File: config.mk
export PLATFORM = sky130hd
export DESIGN_NAME = serial_wr_port
export DESIGN_NICKNAME = d
export VERILOG_FILES = /design/src/rtl/wrsp_pkg.sv /design/src/rtl/wrsp_sclk_gen.sv /design/src/rtl/wrsp_shifter.sv /design/src/rtl/wrsp_reg_bank.sv /design/src/rtl/serial_wr_port.sv
export SDC_FILE = /design/constraint.sdc
export NUM_CORES = 1
export LEC_CHECK = 0
export CORE_MARGIN = 8
export CORE_UTILIZATION = 50
export CTS_BUF_LIST = sky130_fd_sc_hd__clkbuf_4
export DETAILED_ROUTE_END_ITERATION = 8
export PLACE_DENSITY = 0.79
export SYNTH_ARGS = -nofsm -noshare
export SYNTH_HDL_FRONTEND = slang
export SYNTH_SLANG_ARGS = --single-unit
File: constraint.sdc
create_clock -name clk -period 2.7 [get_ports clk]
set_input_delay 0.81 -clock clk [delete_from_list [all_inputs] [get_ports clk]]
set_output_delay 0.81 -clock clk [all_outputs]
set_load 0.01 [all_outputs]
File: src/rtl/wrsp_pkg.sv
package wrsp_pkg;
  typedef enum logic [1:0] {
    ST_IDLE = 2'd0,
    ST_RUN  = 2'd1,
    ST_TAIL = 2'd2,
    ST_STOP = 2'd3
  } wr_state_t;
endpackage

File: src/rtl/wrsp_sclk_gen.sv
module wrsp_sclk_gen #(
  parameter int DIV = 8
) (
  input  logic clk,
  input  logic rst,
  input  logic run,
  output logic sclk_o,
  output logic rise_stb,
  output logic fall_stb
);
  localparam int CW = (DIV > 1) ? $clog2(DIV) : 1;
  localparam logic [CW-1:0] RISE_AT = CW'(DIV / 2 - 1);
  localparam logic [CW-1:0] FALL_AT = CW'(DIV - 1);

  logic [CW-1:0] cnt_q;

  assign rise_stb = run && (cnt_q == RISE_AT);
  assign fall_stb = run && (cnt_q == FALL_AT);

  always_ff @(posedge clk) begin
    if (rst || !run) begin
      cnt_q  <= '0;
      sclk_o <= 1'b0;
    end else begin
      cnt_q <= fall_stb ? '0 : cnt_q + 1'b1;
      if (rise_stb)
        sclk_o <= 1'b1;
      else if (fall_stb)
        sclk_o <= 1'b0;
    end
  end
endmodule

File: src/rtl/wrsp_shifter.sv
module wrsp_shifter #(
  parameter int W = 24
) (
  input  logic         clk,
  input  logic         rst,
  input  logic         clear,
  input  logic         shift_en,
  input  logic         sdi,
  output logic [W-1:0] word_next,
  output logic         last
);
  localparam int BW = $clog2(W);
  localparam logic [BW-1:0] LAST_BIT = BW'(W - 1);

  logic [W-2:0]  sh_q;
  logic [BW-1:0] bit_q;

  assign word_next = {sh_q, sdi};
  assign last      = shift_en && (bit_q == LAST_BIT);

  always_ff @(posedge clk) begin
    if (rst) begin
      sh_q  <= '0;
      bit_q <= '0;
    end else if (clear) begin
      bit_q <= '0;
    end else if (shift_en) begin
      sh_q  <= word_next[W-2:0];
      bit_q <= bit_q + 1'b1;
    end
  end
endmodule

File: src/rtl/wrsp_reg_bank.sv
module wrsp_reg_bank #(
  parameter int W    = 24,
  parameter int NREG = 2,
  parameter int SW   = (NREG > 1) ? $clog2(NREG) : 1
) (
  input  logic                     clk,
  input  logic                     rst,
  input  logic                     wr_en,
  input  logic [SW-1:0]            sel,
  input  logic [W-1:0]             data,
  output logic [NREG-1:0][W-1:0]   regs
);
  for (genvar i = 0; i < NREG; i++) begin : g_reg
    always_ff @(posedge clk) begin
      if (rst)
        regs[i] <= '0;
      else if (wr_en && (sel == SW'(i)))
        regs[i] <= data;
    end
  end
endmodule

File: src/rtl/serial_wr_port.sv
module serial_wr_port
  import wrsp_pkg::*;
#(
  parameter int DIV    = 8,
  parameter int WORD_W = 24
) (
  input  logic              clk,
  input  logic              rst,
  input  logic              frame_n,
  input  logic              addr_sel,
  input  logic              sdi,
  output logic              sclk_o,
  output logic              sclk_oe,
  output logic [WORD_W-1:0] ctrl_reg,
  output logic [WORD_W-1:0] cal_reg
);
  localparam int NREG = 2;

  wr_state_t state_q;
  logic frame_q, addr_q;
  logic start, run, rise_stb, fall_stb, last;
  logic [WORD_W-1:0] word_next;
  logic [NREG-1:0][WORD_W-1:0] regs;

  assign start = (state_q == ST_IDLE) && frame_q && !frame_n;
  assign run   = (state_q == ST_RUN) || (state_q == ST_TAIL);

  wrsp_sclk_gen #(.DIV(DIV)) u_clkgen (
    .clk(clk), .rst(rst), .run(run),
    .sclk_o(sclk_o), .rise_stb(rise_stb), .fall_stb(fall_stb)
  );

  wrsp_shifter #(.W(WORD_W)) u_shift (
    .clk(clk), .rst(rst), .clear(start),
    .shift_en(rise_stb && (state_q == ST_RUN)), .sdi(sdi),
    .word_next(word_next), .last(last)
  );

  wrsp_reg_bank #(.W(WORD_W), .NREG(NREG)) u_bank (
    .clk(clk), .rst(rst), .wr_en(last), .sel(addr_q),
    .data(word_next), .regs(regs)
  );

  assign ctrl_reg = regs[0];
  assign cal_reg  = regs[1];

  always_ff @(posedge clk) begin
    if (rst) begin
      state_q <= ST_IDLE;
      frame_q <= 1'b0;
      addr_q  <= 1'b0;
      sclk_oe <= 1'b0;
    end else begin
      frame_q <= frame_n;
      case (state_q)
        ST_IDLE: if (start) begin
          state_q <= ST_RUN;
          addr_q  <= addr_sel;
          sclk_oe <= 1'b1;
        end
        ST_RUN:  if (last) state_q <= ST_TAIL;
        ST_TAIL: if (fall_stb) state_q <= ST_STOP;
        default: begin
          sclk_oe <= 1'b0;
          state_q <= ST_IDLE;
        end
      endcase
    end
  end
endmodule

# Word-level counts from Yosys, hierarchy flattened
# Cells that the tools add are included.
# W data, S select, Z words.
[word_totals]
output_inout_bits = 50
ramBits = 0
mem_bits_ro = 0
memories = 0
regBits = 85
in_bits = 5
latchBits = 0
wordCells = 52
[classes]
div_mod_pow = 0
n_bitwise = 3
n_addsub = 2
shift = 0
eq_ne = 8
mux = 8
n_mul = 0
order_cmp = 0
reduce_logical = 21
[op_table]
columns = ["cell", "n"]
rows = [
  ["$logic_and A1 B1 Y1", 8],
  ["$mux W2", 3],
  ["$pmux W2 S3", 1],
  ["$reduce_and A2 Y1", 3],
  ["$reduce_or A2 Y1", 3],
  ["$add A5 B1 Y5 const B", 1],
  ["$eq A5 B5 Y1 const B", 1],
  ["$ne A2 B1 Y1 const B", 2],
  ["$add A3 B1 Y3 const B", 1],
  ["$eq A3 B2 Y1 const B", 1],
  ["$eq A3 B3 Y1 const B", 1],
  ["$mux W1", 3],
  ["$not A1 Y1", 3],
  ["$reduce_and A3 Y1", 1],
  ["$eq A2 B1 Y1 const B", 1],
  ["$eq A2 B2 Y1 const B", 1],
  ["$logic_not A1 Y1", 2],
  ["$logic_not A2 Y1", 1],
  ["$logic_or A1 B1 Y1", 2],
  ["$ne A2 B2 Y1 const B", 1],
  ["$pmux W1 S2", 1],
  ["$reduce_bool A2 Y1", 1],
]

# Depth between registers and ports, before layout
[depth]
depth_word = 7
mapped_depth = 9
mapped_depth_nobuf = 6

# By module
# From an unflattened synthesis, not the netlist that was laid out.
[unflattened]
cells_unflattened = 359
area_unflattened_um2 = 3648.5
[by_module_without_submodules]
columns = ["module", "instances", "cells_per_inst", "seq_area_each_um2", "area_per_inst_um2"]
rows = [
  ["wrsp_reg_bank", 1, 186, 960.9, 2010.7],
  ["wrsp_shifter", 1, 124, 560.5, 1176.1],
  ["serial_wr_port", 1, 31, 100.1, 281.5],
  ["wrsp_sclk_gen", 1, 18, 80.1, 180.2],
]

# Worst setup path before layout
# No wires, ideal clock.
[synth_path]
path_type = "input -> register"
start = "input port rst"
end = "register u_shift.sh_q[22]"
n_path_buf = 3
path_stages = 4
t_required_ns = 2.554
setup_slack_ns = 0.966
setup_time_ns = 0.146
arrival_time_ns = 1.588
cell_sequence = "buf_2 > buf_2 > buf_1 > a21oi_1"
[synth_lines]
columns = ["item", "line_no", "source"]
rows = [
  ["from (decl)", "serial_wr_port.sv:8", "input logic rst,"],
  ["to (signal assigned)", "wrsp_shifter.sv:28", "sh_q <= word_next[W-2:0];"],
  ["to (decl)", "wrsp_shifter.sv:15", "logic [W-2:0] sh_q;"],
]
# No word-level cell between the ends.

# Final worst setup path
[layout_path]
start = "register state_q[1]"
end = "register u_bank.regs[16] (netlist bit)"
[layout_between]
elab_chain_cells = 6
word_cells_on_any_way = 7
cone_classes = "2 x eq/ne; 5 x reduce/logical"
[layout_lines]
columns = ["item", "line_no", "source"]
rows = [
  ["from (decl)", "serial_wr_port.sv:19", "wr_state_t state_q;"],
  ["from (signal assigned)", "serial_wr_port.sv:49", "state_q <= ST_IDLE;"],
  ["from (signal assigned)", "serial_wr_port.sv:57", "state_q <= ST_RUN;"],
  ["from (signal assigned)", "serial_wr_port.sv:61", "ST_RUN: if (last) state_q <= ST_TAIL;"],
  ["$eq A2 B1 Y1 or $eq A2 B2 Y1 (tied branches)", "serial_wr_port.sv:26, serial_wr_port.sv:35", ""],
  ["$logic_or A1 B1 Y1", "serial_wr_port.sv:26", "assign run = (state_q == ST_RUN) || (state_q == ST_TAIL);"],
  ["$logic_and A1 B1 Y1", "wrsp_sclk_gen.sv:17", "assign rise_stb = run && (cnt_q == RISE_AT);"],
  ["$logic_and A1 B1 Y1 (*)", "serial_wr_port.sv:35", ".shift_en(rise_stb && (state_q == ST_RUN)), .sdi(sdi),"],
  ["$logic_and A1 B1 Y1 (*)", "wrsp_shifter.sv:19", "assign last = shift_en && (bit_q == LAST_BIT);"],
  ["$logic_and A1 B1 Y1 (*)", "wrsp_reg_bank.sv:17", "else if (wr_en && (sel == SW'(i)))"],
  ["to (signal, indexed assignment)", "wrsp_reg_bank.sv:18", "regs[i] <= data;"],
  ["to (decl)", "wrsp_reg_bank.sv:11", "output logic [NREG-1:0][W-1:0] regs"],
]
# Mark *: on every way between the ends. The rest lies on a longest branch, timed or not.
# A chain may end at the register's enable or synchronous reset.

==> results.txt <==
Synth Area in Adders -> 2.88%
vias in the first global route -> 2638
Mapped Cells -> 384
core region area -> 6760 um^2
# hold bufs at CTS -> 0
Die X -> 99.4 um
setup slack, reg-to-reg -> 410 ps
DR WL met3 -> 325 um
Final Net Count -> 447
Synth Area in Compound Gates -> 17.3%
YS warnings -> 0
Row Count -> 30
CTS tree -> yes
worst vdd ir -> 0.277 mV
critical path class -> flop to flop
Simple-Gate Fraction of Synth Area -> 23.1%
Remaining DRCs -> 0
Lkg Pwr -> 1.36 nW
post-CTS setup buffers -> 0
Placer Congestion -> 0.792
syn_nets -> 397
Setup Total Neg Slack -> 0 ps
Power Dens Cells -> 555 nW/um^2
Worst Min Path Start -> u_clkgen.cnt_q[0]
Final Hold Vio Count -> 0
GRT Residual Overflow -> 0
Clock Path Buffers -> 2
largest family of logic cells by synthesized area -> simple AND/OR/NAND/NOR gates
P_sw -> 520 uW
metal2 WL -> 3530 um
root buf cell -> clkbuf_4
final worst path period share -> 84.8%
CTS clk-pin slew, worst paths -> 130 ps
Die Y -> 99.4 um
status -> completed
skew final -> 14.0 ps
largest net degree at the start of global routing -> 35
layout cells sized above 1 -> 23.5%
I/O pins -> 55
Final HPWL DP -> 5050 um
Worst-Margin Slew -> 574 ps
final hold slack -> 447 ps
share of the synthesized area in the top cell type -> 48.9%
worst min path class -> flop to flop
Clk network pwr share -> 37.9%
top cells by area, synth -> dfxtp_1 49%, a21oi_2 15%, nand2_1 14%
Power Internal -> 1.80 mW
post-synthesis sequential area ratio -> 48.9%
cell taking the most area after synthesis -> dfxtp_1
Wirelength per Cell -> 14.1 um
Sink Count -> 85
post-synthesis cell type count -> 33
achievable frequency -> 0.437 GHz
Critical Path RT -> 3000 ps
Gates resized, CTS repair -> 0
first-pass GRT wire length -> 12400 um
Setup violations, final -> 0
Iteration-0 DRC Markers -> 80
max_cap viols -> 0
WP data arrival -> 2590 ps
flops & latches, synth -> 85
DR vias/cell -> 5.13
sequential share of power -> 55.5%
WL final -> 7320 um
Avg Synthesized Cell Area -> 9.06 um^2
Final Max Tran Viols -> 0
Worst setup SP type -> flop
Mapped Area -> 3480 um^2
CTS buffer count -> 9
fillcell total -> 610
mux share of post-synthesis cell area -> 1.15%
Comb power frac -> 6.6%
Starting Density -> 51.5%
port buffer count -> 54
unrepaired setup endpoints after global routing -> no
uppermost layer routed -> met4
sw frac -> 22.4%
H-tree depth -> 3
crit-path max FO -> 13
ant diodes -> 0
CP Launch Point -> state_q[1]
Routed Antenna Nets -> 0
wire length on met1 -> 3360 um
post-route minimum period -> 2290 ps
Slew headroom -> 61.6%
Worst R2R Start -> state_q[1]
drt pass-1 iters -> 4
gr usage total -> 15.4%
Area Overhead vs Synth -> 20.4%
worst-skew pair later-pin latency -> 410 ps
via count -> 2660
die footprint -> 9880 um^2
Critical Path Sink Type -> flop
post-synthesis xor/xnor area fraction -> 1.01%
antenna violations before repair -> 0
worst max-delay path: stages, from the launching register on:
cell     delay [ps]
dfxtp_1         410
inv_1            80
ha_1            410
and4_2          310
nand3_1         430
buf_4           370
nand2_1         100
a21oi_2          60
worst paths after layout:
check | end | depth (start not counted)
hold / removal | u_clkgen.cnt_q[0] | 1
setup / recovery | u_bank.regs[16] | 7
setup reg to reg | u_bank.regs[16] | 7
hold reg to reg | u_clkgen.cnt_q[0] | 1
synth_stat cells:
master	instances
or2b_1	1
clkbuf_1	5
nor2_1	11
dfxtp_1	85
buf_2	8
a21oi_1	12
nand3_1	4
mux2i_1	4
nor3_4	2
ha_1	8
nand2_1	131
inv_2	1
nand2b_1	4
and4_2	1
xor2_1	3
xnor2_1	1
nand4_2	1
buf_12	2
nand2_2	15
buf_1	2
nor3_1	3
a21oi_2	60
inv_1	4
and3_1	1
nor3b_1	1
nand3b_1	2
o21ai_0	2
and2_4	1
a22oi_1	1
nor2b_1	1
and3b_1	1
buf_8	1
buf_6	5
layout by cell type, fill, tap and decap left out:
cell type and count:
buf_12 1, nand3b_1 2, nand2_2 15, a22oi_1 1
nor2b_1 1, ha_1 8, xor2_1 3, or2b_1 1
and2_4 1, buf_4 8, bufinv_16 3, nand3_1 4
xnor2_1 1, o21ai_0 2, nand2b_1 4, and4_2 1
clkdlybuf4s50_1 53, a21oi_1 12, a21oi_2 60, nor3b_1 1
mux2i_1 4, nor2_1 11, nor3_1 3, and3b_1 1
inv_1 4, nand4_2 1, inv_2 1, and3_1 1
clkinv_1 3, dfxtp_1 85, nand2_1 131, clkbuf_4 10
nor3_4 2
flip-flops by register name, indices dropped and copies added, names as in the netlist:
register	cells
addr_q	1
frame_q	1
sclk_oe	1
state_q	2
u_bank.regs	48
u_clkgen.cnt_q	3
u_clkgen.sclk_o	1
u_shift.bit_q	5
u_shift.sh_q	23
stage by stage:
step	worst slack [ps]	instance area (um^2)	util, %	std cells	power (mW)
after floorplan	966	3480	-	384	1.43
after global placement	486	4010	59.4	503	1.46
after detailed placement	445	4010	59.4	503	1.47
after CTS	417	4190	62.0	519	2.33
after global routing	202	4190	62.0	519	2.40
final	411	4190	62.0	519	2.32
power groups by stage:
stage | sequential [mW] | clock, mW | combinational [mW]
CTS | 1.29 | 0.887 | 0.154
global route | 1.29 | 0.936 | 0.173
finish | 1.29 | 0.881 | 0.154
global placement | 1.31 | 0 | 0.148
detailed placement | 1.32 | 0 | 0.153
floorplan | 1.31 | 0 | 0.114
cell type report:
cell class                 instances  area, um^2  share of cell area (%)
tap                               80         100                    2.39
inverter                           5        18.8                   0.448
multi-input combinational        271        1580                    37.7
sequential                        85        1700                    40.6
clock inverter                     6         101                    2.42
timing repair buffer              62         611                    14.6
clock buffer                      10        75.1                    1.79
kinds of logic after synthesis:
| group | Yosys count |
|---|---|
| adders and majority gates | 8 |
| buffers and inverters | 28 |
| xor gates and xnor gates | 4 |
| muxes | 4 |
| DFF | 85 |
| and+or+nand+nor | 180 |
| AOI/OAI and AO/OA | 75 |
layer usage:
metal	up-vias	global-route usage [%]
li1	1343	-
met4	0	7.68
met5	-	0
met2	50	25.7
met3	9	3.49
met1	1258	18.3
No activity file was read; power rests on OpenSTA's default activity.
